File: config.mk
export PLATFORM = sky130hd
export DESIGN_NAME = sec_rtc
export DESIGN_NICKNAME = d
export VERILOG_FILES = /design/src/rtl/sec_rtc_pkg.sv /design/src/rtl/sec_rtc_ctrl.sv /design/src/rtl/sec_rtc_dp.sv /design/src/rtl/sec_rtc.sv
export SDC_FILE = /design/constraint.sdc
export NUM_CORES = 1
export LEC_CHECK = 0
export ABC_AREA = 1
export ABC_CLOCK_PERIOD_IN_PS = 1710
export BUFFER_PORTS_ARGS = -buffer_cell sky130_fd_sc_hd__buf_2
export CELL_PAD_IN_SITES_DETAIL_PLACEMENT = 1
export CELL_PAD_IN_SITES_GLOBAL_PLACEMENT = 1
export CORE_MARGIN = 3
export CORE_UTILIZATION = 38
export DETAILED_ROUTE_END_ITERATION = 16
export PLACE_DENSITY = 0.74
export SLEW_MARGIN = 10
export SYNTH_ARGS = -nofsm -noshare
export SYNTH_HDL_FRONTEND = slang
export SYNTH_SLANG_ARGS = --single-unit
export TNS_END_PERCENT = 5
File: constraint.sdc
create_clock -name clk -period 1.71 [get_ports clk]
set_input_delay 0.171 -clock clk [delete_from_list [all_inputs] [get_ports clk]]
set_output_delay 0.171 -clock clk [all_outputs]
set_load 0.03 [all_outputs]
File: src/rtl/sec_rtc_pkg.sv
package sec_rtc_pkg;

  localparam int unsigned ADDR_W = 3;
  localparam int unsigned DATA_W = 32;

  // register word addresses
  localparam logic [ADDR_W-1:0] A_SEC   = 3'd0;
  localparam logic [ADDR_W-1:0] A_FRAC  = 3'd1;
  localparam logic [ADDR_W-1:0] A_ASEC  = 3'd2;
  localparam logic [ADDR_W-1:0] A_AFRAC = 3'd3;
  localparam logic [ADDR_W-1:0] A_CTRL  = 3'd4;
  localparam logic [ADDR_W-1:0] A_STAT  = 3'd5;
  localparam logic [ADDR_W-1:0] A_MASK  = 3'd6;

  // status bit positions
  localparam int unsigned B_BUSY  = 10;
  localparam int unsigned B_READY = 9;
  localparam int unsigned B_DONE  = 8;
  localparam int unsigned B_ERR   = 7;
  localparam int unsigned B_ALARM = 4;
  localparam int unsigned B_NVAL  = 1;
  localparam int unsigned B_TAMP  = 0;

  localparam int unsigned B_RUN   = 3;   // control: counter enable

  localparam logic [DATA_W-1:0] MASK_KEEP = 32'h0000_0390;

  // strobes from write control to datapath
  typedef struct packed {
    logic              busy;
    logic              apply;
    logic              dropErr;
    logic [ADDR_W-1:0] addr;
    logic [DATA_W-1:0] data;
  } wrStrb_t;

endpackage

File: src/rtl/sec_rtc_ctrl.sv
module sec_rtc_ctrl
  import sec_rtc_pkg::*;
#(
  parameter int unsigned WR_LAT = 4
) (
  input  logic              clk,
  input  logic              rstN,
  input  logic              wrEn,
  input  logic [ADDR_W-1:0] addr,
  input  logic [DATA_W-1:0] wrData,
  output wrStrb_t           strb
);

  localparam int unsigned CNT_W = $clog2(WR_LAT + 1);

  logic [CNT_W-1:0]  waitCnt;
  logic [ADDR_W-1:0] pendAddr;
  logic [DATA_W-1:0] pendData;
  logic              pending;

  assign pending = (waitCnt != '0);

  always_ff @(posedge clk) begin
    if (!rstN) begin
      waitCnt  <= '0;
      pendAddr <= '0;
      pendData <= '0;
    end else if (wrEn && !pending) begin
      waitCnt  <= CNT_W'(WR_LAT);
      pendAddr <= addr;
      pendData <= wrData;
    end else if (pending) begin
      waitCnt <= waitCnt - CNT_W'(1);
    end
  end

  always_comb begin
    strb.busy    = pending;
    strb.apply   = (waitCnt == CNT_W'(1));
    strb.dropErr = wrEn && pending;
    strb.addr    = pendAddr;
    strb.data    = pendData;
  end

endmodule

File: src/rtl/sec_rtc_dp.sv
module sec_rtc_dp
  import sec_rtc_pkg::*;
#(
  parameter int unsigned FRAC_W = 15
) (
  input  logic              clk,
  input  logic              rstN,
  input  wrStrb_t           strb,
  input  logic              slowTick,
  input  logic [ADDR_W-1:0] addr,
  output logic [DATA_W-1:0] rdData,
  output logic              irq,
  output logic [DATA_W-1:0] stat,
  output logic [DATA_W-1:0] secsVal,
  output logic              ctrlEn
);

  localparam int unsigned PAD_W = DATA_W - FRAC_W;

  logic [DATA_W-1:0] secs, almSec, almFrac, maskQ, fracReg;
  logic [FRAC_W-1:0] frac;
  logic              runBit, secsSet, doneF, errF, alarmF, nvalF;
  logic              countEn, step, carry, almHit;
  logic              wSec, wFrac, wStat;

  always_comb begin
    wSec    = strb.apply && (strb.addr == A_SEC);
    wFrac   = strb.apply && (strb.addr == A_FRAC);
    wStat   = strb.apply && (strb.addr == A_STAT);
    countEn = runBit && secsSet;
    step    = countEn && slowTick;
    carry   = step && (frac == '1);
    fracReg = {frac, {PAD_W{1'b0}}};
    almHit  = countEn && ({secs, fracReg} == {almSec, almFrac});
  end

  // time value
  always_ff @(posedge clk) begin
    if (!rstN) begin
      secs    <= '0;
      frac    <= '0;
      secsSet <= 1'b0;
    end else begin
      if (wSec) begin
        secs    <= strb.data;
        secsSet <= 1'b1;
      end else if (carry) begin
        secs <= secs + DATA_W'(1);
      end
      if (wFrac)     frac <= strb.data[DATA_W-1 -: FRAC_W];
      else if (step) frac <= frac + FRAC_W'(1);
    end
  end

  // plain configuration registers
  always_ff @(posedge clk) begin
    if (!rstN) begin
      almSec  <= '0;
      almFrac <= '0;
      runBit  <= 1'b0;
      maskQ   <= '0;
    end else if (strb.apply) begin
      case (strb.addr)
        A_ASEC:  almSec  <= strb.data;
        A_AFRAC: almFrac <= strb.data;
        A_CTRL:  runBit  <= strb.data[B_RUN];
        A_MASK:  maskQ   <= strb.data & MASK_KEEP;
        default: ;
      endcase
    end
  end

  // sticky status flags, cleared by writing ones
  always_ff @(posedge clk) begin
    if (!rstN) begin
      doneF  <= 1'b0;
      errF   <= 1'b0;
      alarmF <= 1'b0;
      nvalF  <= 1'b1;
    end else begin
      doneF  <= (doneF && !(wStat && strb.data[B_DONE]))
              || (strb.apply && !(wStat && strb.data[B_DONE]));
      errF   <= (errF && !(wStat && strb.data[B_ERR])) || strb.dropErr;
      alarmF <= (alarmF && !(wStat && strb.data[B_ALARM])) || almHit;
      nvalF  <= nvalF && !(wStat && strb.data[B_NVAL] && strb.data[B_TAMP]);
    end
  end

  always_comb begin
    stat          = '0;
    stat[B_BUSY]  = strb.busy;
    stat[B_READY] = !strb.busy;
    stat[B_DONE]  = doneF;
    stat[B_ERR]   = errF;
    stat[B_ALARM] = alarmF;
    stat[B_NVAL]  = nvalF;
    irq           = |(stat & maskQ);
    secsVal       = secs;
    ctrlEn        = runBit;
  end

  always_comb begin
    case (addr)
      A_SEC:   rdData = secs;
      A_FRAC:  rdData = fracReg;
      A_ASEC:  rdData = almSec;
      A_AFRAC: rdData = almFrac;
      A_CTRL:  rdData = DATA_W'(runBit) << B_RUN;
      A_STAT:  rdData = stat;
      A_MASK:  rdData = maskQ;
      default: rdData = '0;
    endcase
  end

endmodule

File: src/rtl/sec_rtc.sv
module sec_rtc
  import sec_rtc_pkg::*;
#(
  parameter int unsigned WR_LAT = 4,
  parameter int unsigned FRAC_W = 15
) (
  input  logic              clk,
  input  logic              rstN,
  input  logic [ADDR_W-1:0] addr,
  input  logic              wrEn,
  input  logic [DATA_W-1:0] wrData,
  output logic [DATA_W-1:0] rdData,
  input  logic              slowTick,
  output logic              irq
);

  wrStrb_t           strb;
  logic [DATA_W-1:0] stat;
  logic [DATA_W-1:0] secsVal;
  logic              ctrlEn;

  sec_rtc_ctrl #(.WR_LAT(WR_LAT)) uCtrl (
    .clk    (clk),
    .rstN   (rstN),
    .wrEn   (wrEn),
    .addr   (addr),
    .wrData (wrData),
    .strb   (strb)
  );

  sec_rtc_dp #(.FRAC_W(FRAC_W)) uDp (
    .clk      (clk),
    .rstN     (rstN),
    .strb     (strb),
    .slowTick (slowTick),
    .addr     (addr),
    .rdData   (rdData),
    .irq      (irq),
    .stat     (stat),
    .secsVal  (secsVal),
    .ctrlEn   (ctrlEn)
  );

endmodule

==> parameters.txt <==
Parameter                              Value

Place
  Gpl congestion    0.916
  Count of port buffers added during placement    71
  DP Area    10000 sq um
  Final HPWL from detailed placement    26300 um

CTS
  Clock transition at the register clock pins on the worst setup and hold paths after CTS    0.07 ns
  CTS tree    done
  Number of clock buffers inserted by TritonCTS    17
  Deepest clock path buffer count    2
  Number of sinks on the clock net    159
  Root Driver    sky130_fd_sc_hd__clkbuf_16
  Number of H-tree branching levels    4
  Clock latency at the later pin of the worst-skew pair    0.43 ns

Timing
  Crit share post-route    1.13
  Count of pins over their slew limit    0
  Min cycle time layout    1.93 ns
  Finish-stage setup viols    45
  Highest clock rate    517 MHz
  Setup repair after global routing missed its margin    yes
  Hold Slack    0.0256 ns
  Total negative slack    -3.22 ns
  Count of endpoints failing hold in the final timing report    0
  Final setup slack of the worst path    -0.223 ns
  Actual transition at the worst max-transition pin    0.455 ns
  Worst setup skew after layout    0.00936 ns
  Worst-case headroom to the max-slew limit    0.697

Logic synthesis
  Mux cell area share after synthesis    0
  Synth Warn #    0
  Post-synthesis adder-cell area fraction    0.00719
  Part of the Yosys area used for sequential elements    0.366
  Mean instance size in the synthesized netlist    6.38 sq um
  Netlist area before placement    8700 sq um
  Primary FF master, synth    sky130_fd_sc_hd__dfxtp_1
  Dominant combinational cell family by area after synthesis    simple AND/OR/NAND/NOR gates
  Unique cell type count in the Yosys netlist    39
  Async SR Flop Fraction    0
  Cell count after synthesis    1365
  Number of storage elements in the synthesis netlist    159
  Simple logic cell fraction of the synthesized area    0.281
  Area fraction in compound gates after synthesis    0.210
  Count of flip-flops with a built-in enable after synthesis    0
  Post-synthesis net count    1409
  Synth Area in XOR/XNOR    0.0262

Critical path
  WS Path Type    reg -> out
  Data arrival at the endpoint of the critical path    1.76 ns
  Critical Path RT    1.54 ns
  Kind of capture point of the worst setup path    primary output
  Critical Path Source Type    flip-flop
  Highest net fanout along the worst path    3

Finish
  Post-route cell area    11300 sq um
  Commonest non-fill, non-tap cell in the layout    sky130_fd_sc_hd__nand2_1
  Ant diodes    0
  Fraction of layout instances using a drive strength above 1    0.219
  Final Util    0.511
  Layout Area Growth over Synthesis    30.1%
  Commonest non-fill, non-tap cells in the layout    354 x sky130_fd_sc_hd__nand2_1, 150 x sky130_fd_sc_hd__inv_1, 145 x sky130_fd_sc_hd__a21oi_1, 133 x sky130_fd_sc_hd__dfxtp_1, 117 x sky130_fd_sc_hd__nor2_1
  Final layout net count    1559

Route
  Routed len/inst    19.8 um
  Final Routed Wirelength    35700 um
  Via count    9902
  DRC violation count after routing    0
  Starting DRC count in detailed routing    709
  First-pass iteration count of the detailed router    5
  Vias per Instance    5.48
  Antenna Nets Post-Route    0

Power
  Power consumption    11.8 mW
  Leakage power of the design    4.66 nW
  Power Density    1040 nW/um^2
  Peak ir drop on the vdd network    0.810 mV

Run
  Reported max-cap violation count    0

Floorplan
  Starting utilization of the core area    0.393
  Number of cell rows    54
  Area of the die    24800 sq um
  Core Box Area    22200 sq um
  DIE HEIGHT    157 um
  Count of pins on the block boundary    72
  Horiz. Die Dim    157 um

GRT
  Overall routing resource usage    0.286
  Number of global-route vias before repair    9928
  Global-route wire length before repair    55000 um
  Total overflow reported by the global router    0
  Antenna violations before repair    0
  Largest net degree at the start of global routing    102

Status
  Violated checks    setup timing
  Status    complete, but fails checks

Worst hold path
  Class of the worst hold path    in -> reg
[layout make-up]
cell class	instances	area, sq um
Multi-Input combinational cell	964	4840
Timing Repair Buffer	196	1620
Fill cell	2946	10800
Clock buffer	22	484
Sequential cell	159	3230
Clock inverter	9	108
Tap cell	280	350
Inverter	177	688
[path summary, 6_finish.rpt]
kind | start | end | slack (ns) | depth (start not counted)
hold / removal | wrData[29] | uCtrl.pendData[29] | 0.03 | 3
setup / recovery | uCtrl.waitCnt[1] | rdData[9] | -0.22 | 8
hold reg to reg | uDp.almFrac[3] | uDp.almFrac[3] | 0.48 | 2
setup reg to reg | uCtrl.waitCnt[1] | uDp.secsVal[15] | -0.12 | 12
[cell usage after synthesis (11+ instances only)]
library cell	n	share of area
sky130_fd_sc_hd__nand2_1	361	0.16
sky130_fd_sc_hd__inv_1	173	0.075
sky130_fd_sc_hd__dfxtp_1	159	0.37
sky130_fd_sc_hd__a21oi_1	154	0.089
sky130_fd_sc_hd__o21ai_0	126	0.072
sky130_fd_sc_hd__nor2_1	120	0.052
sky130_fd_sc_hd__nand3_1	76	0.044
sky130_fd_sc_hd__clkbuf_1	43	0.019
sky130_fd_sc_hd__o22ai_1	21	0.015
sky130_fd_sc_hd__xor2_1	19	0.019
sky130_fd_sc_hd__buf_2	14	0.0081
sky130_fd_sc_hd__nand4_1	12	0.0086
sky130_fd_sc_hd__o221ai_1	11	0.011
[stage by stage]
step | worst slack, ns | instances
2_1_floorplan | -0.00262 | 1365
3_3_place_gp | 0.0184 | 1751
3_5_place_dp | -0.0133 | 1751
4_1_cts | -0.199 | 1800
5_1_grt | -0.268 | 1807
6_report | -0.223 | 1807
[timing repair]
item                                    in CTS  in global routing
hold buffers                                15                  0
resized for setup                           91                143
endpoints found under the setup margin      45                132
gates cloned                                 0                  1
buffers inserted                             3                  6
hold endpoints to repair                    15                  0
pin swaps                                    7                 13
[registers in the layout (all words and copies together), names as in the netlist]
name,flops
uDp.errF,1
uDp.doneF,1
uDp.frac,15
uDp.ctrlEn,1
uDp.secsSet,1
uCtrl.pendAddr,3
uDp.maskQ,4
uCtrl.waitCnt,3
uCtrl.pendData,32
uDp.nvalF,1
uDp.alarmF,1
uDp.almFrac,32
uDp.secsVal,32
uDp.almSec,32
[per-layer routing]
metal	vias to the layer above	GRT usage	wire, um
met4	0	0.0496	425
met2	275	0.476	16600
met1	4859	0.407	16400
met3	34	0.0322	2240
met5	-	0	0
li1	4734	-	-
[cells by family (layout without fill, tap and decap cells)]
logic type	Yosys count	after routing
buffers and inverters	242	404
DFF	159	159
xor gates and xnor gates	26	26
AOI/OAI and AO/OA	338	338
and+or+nand+nor	595	595
adders and majority gates	5	5
[critical path: stages (launching register included)]
cell                        delay (ns)
sky130_fd_sc_hd__dfxtp_2          0.32
sky130_fd_sc_hd__inv_2            0.04
sky130_fd_sc_hd__buf_6            0.12
sky130_fd_sc_hd__ha_4             0.16
sky130_fd_sc_hd__nand2_4          0.07
sky130_fd_sc_hd__inv_4            0.05
sky130_fd_sc_hd__a22oi_2          0.23
sky130_fd_sc_hd__o2111ai_2        0.17
sky130_fd_sc_hd__buf_6            0.18
[where the power goes]
part | switching, mW | leakage [nW] | internal (mW)
clock network | 1.61 | 0.288 | 2.30
logic | 1.93 | 3.07 | 1.25
registers | 0.555 | 1.30 | 4.12
total | 4.10 | 4.66 | 7.67
Note: power is estimated with default switching activity, not from simulation.
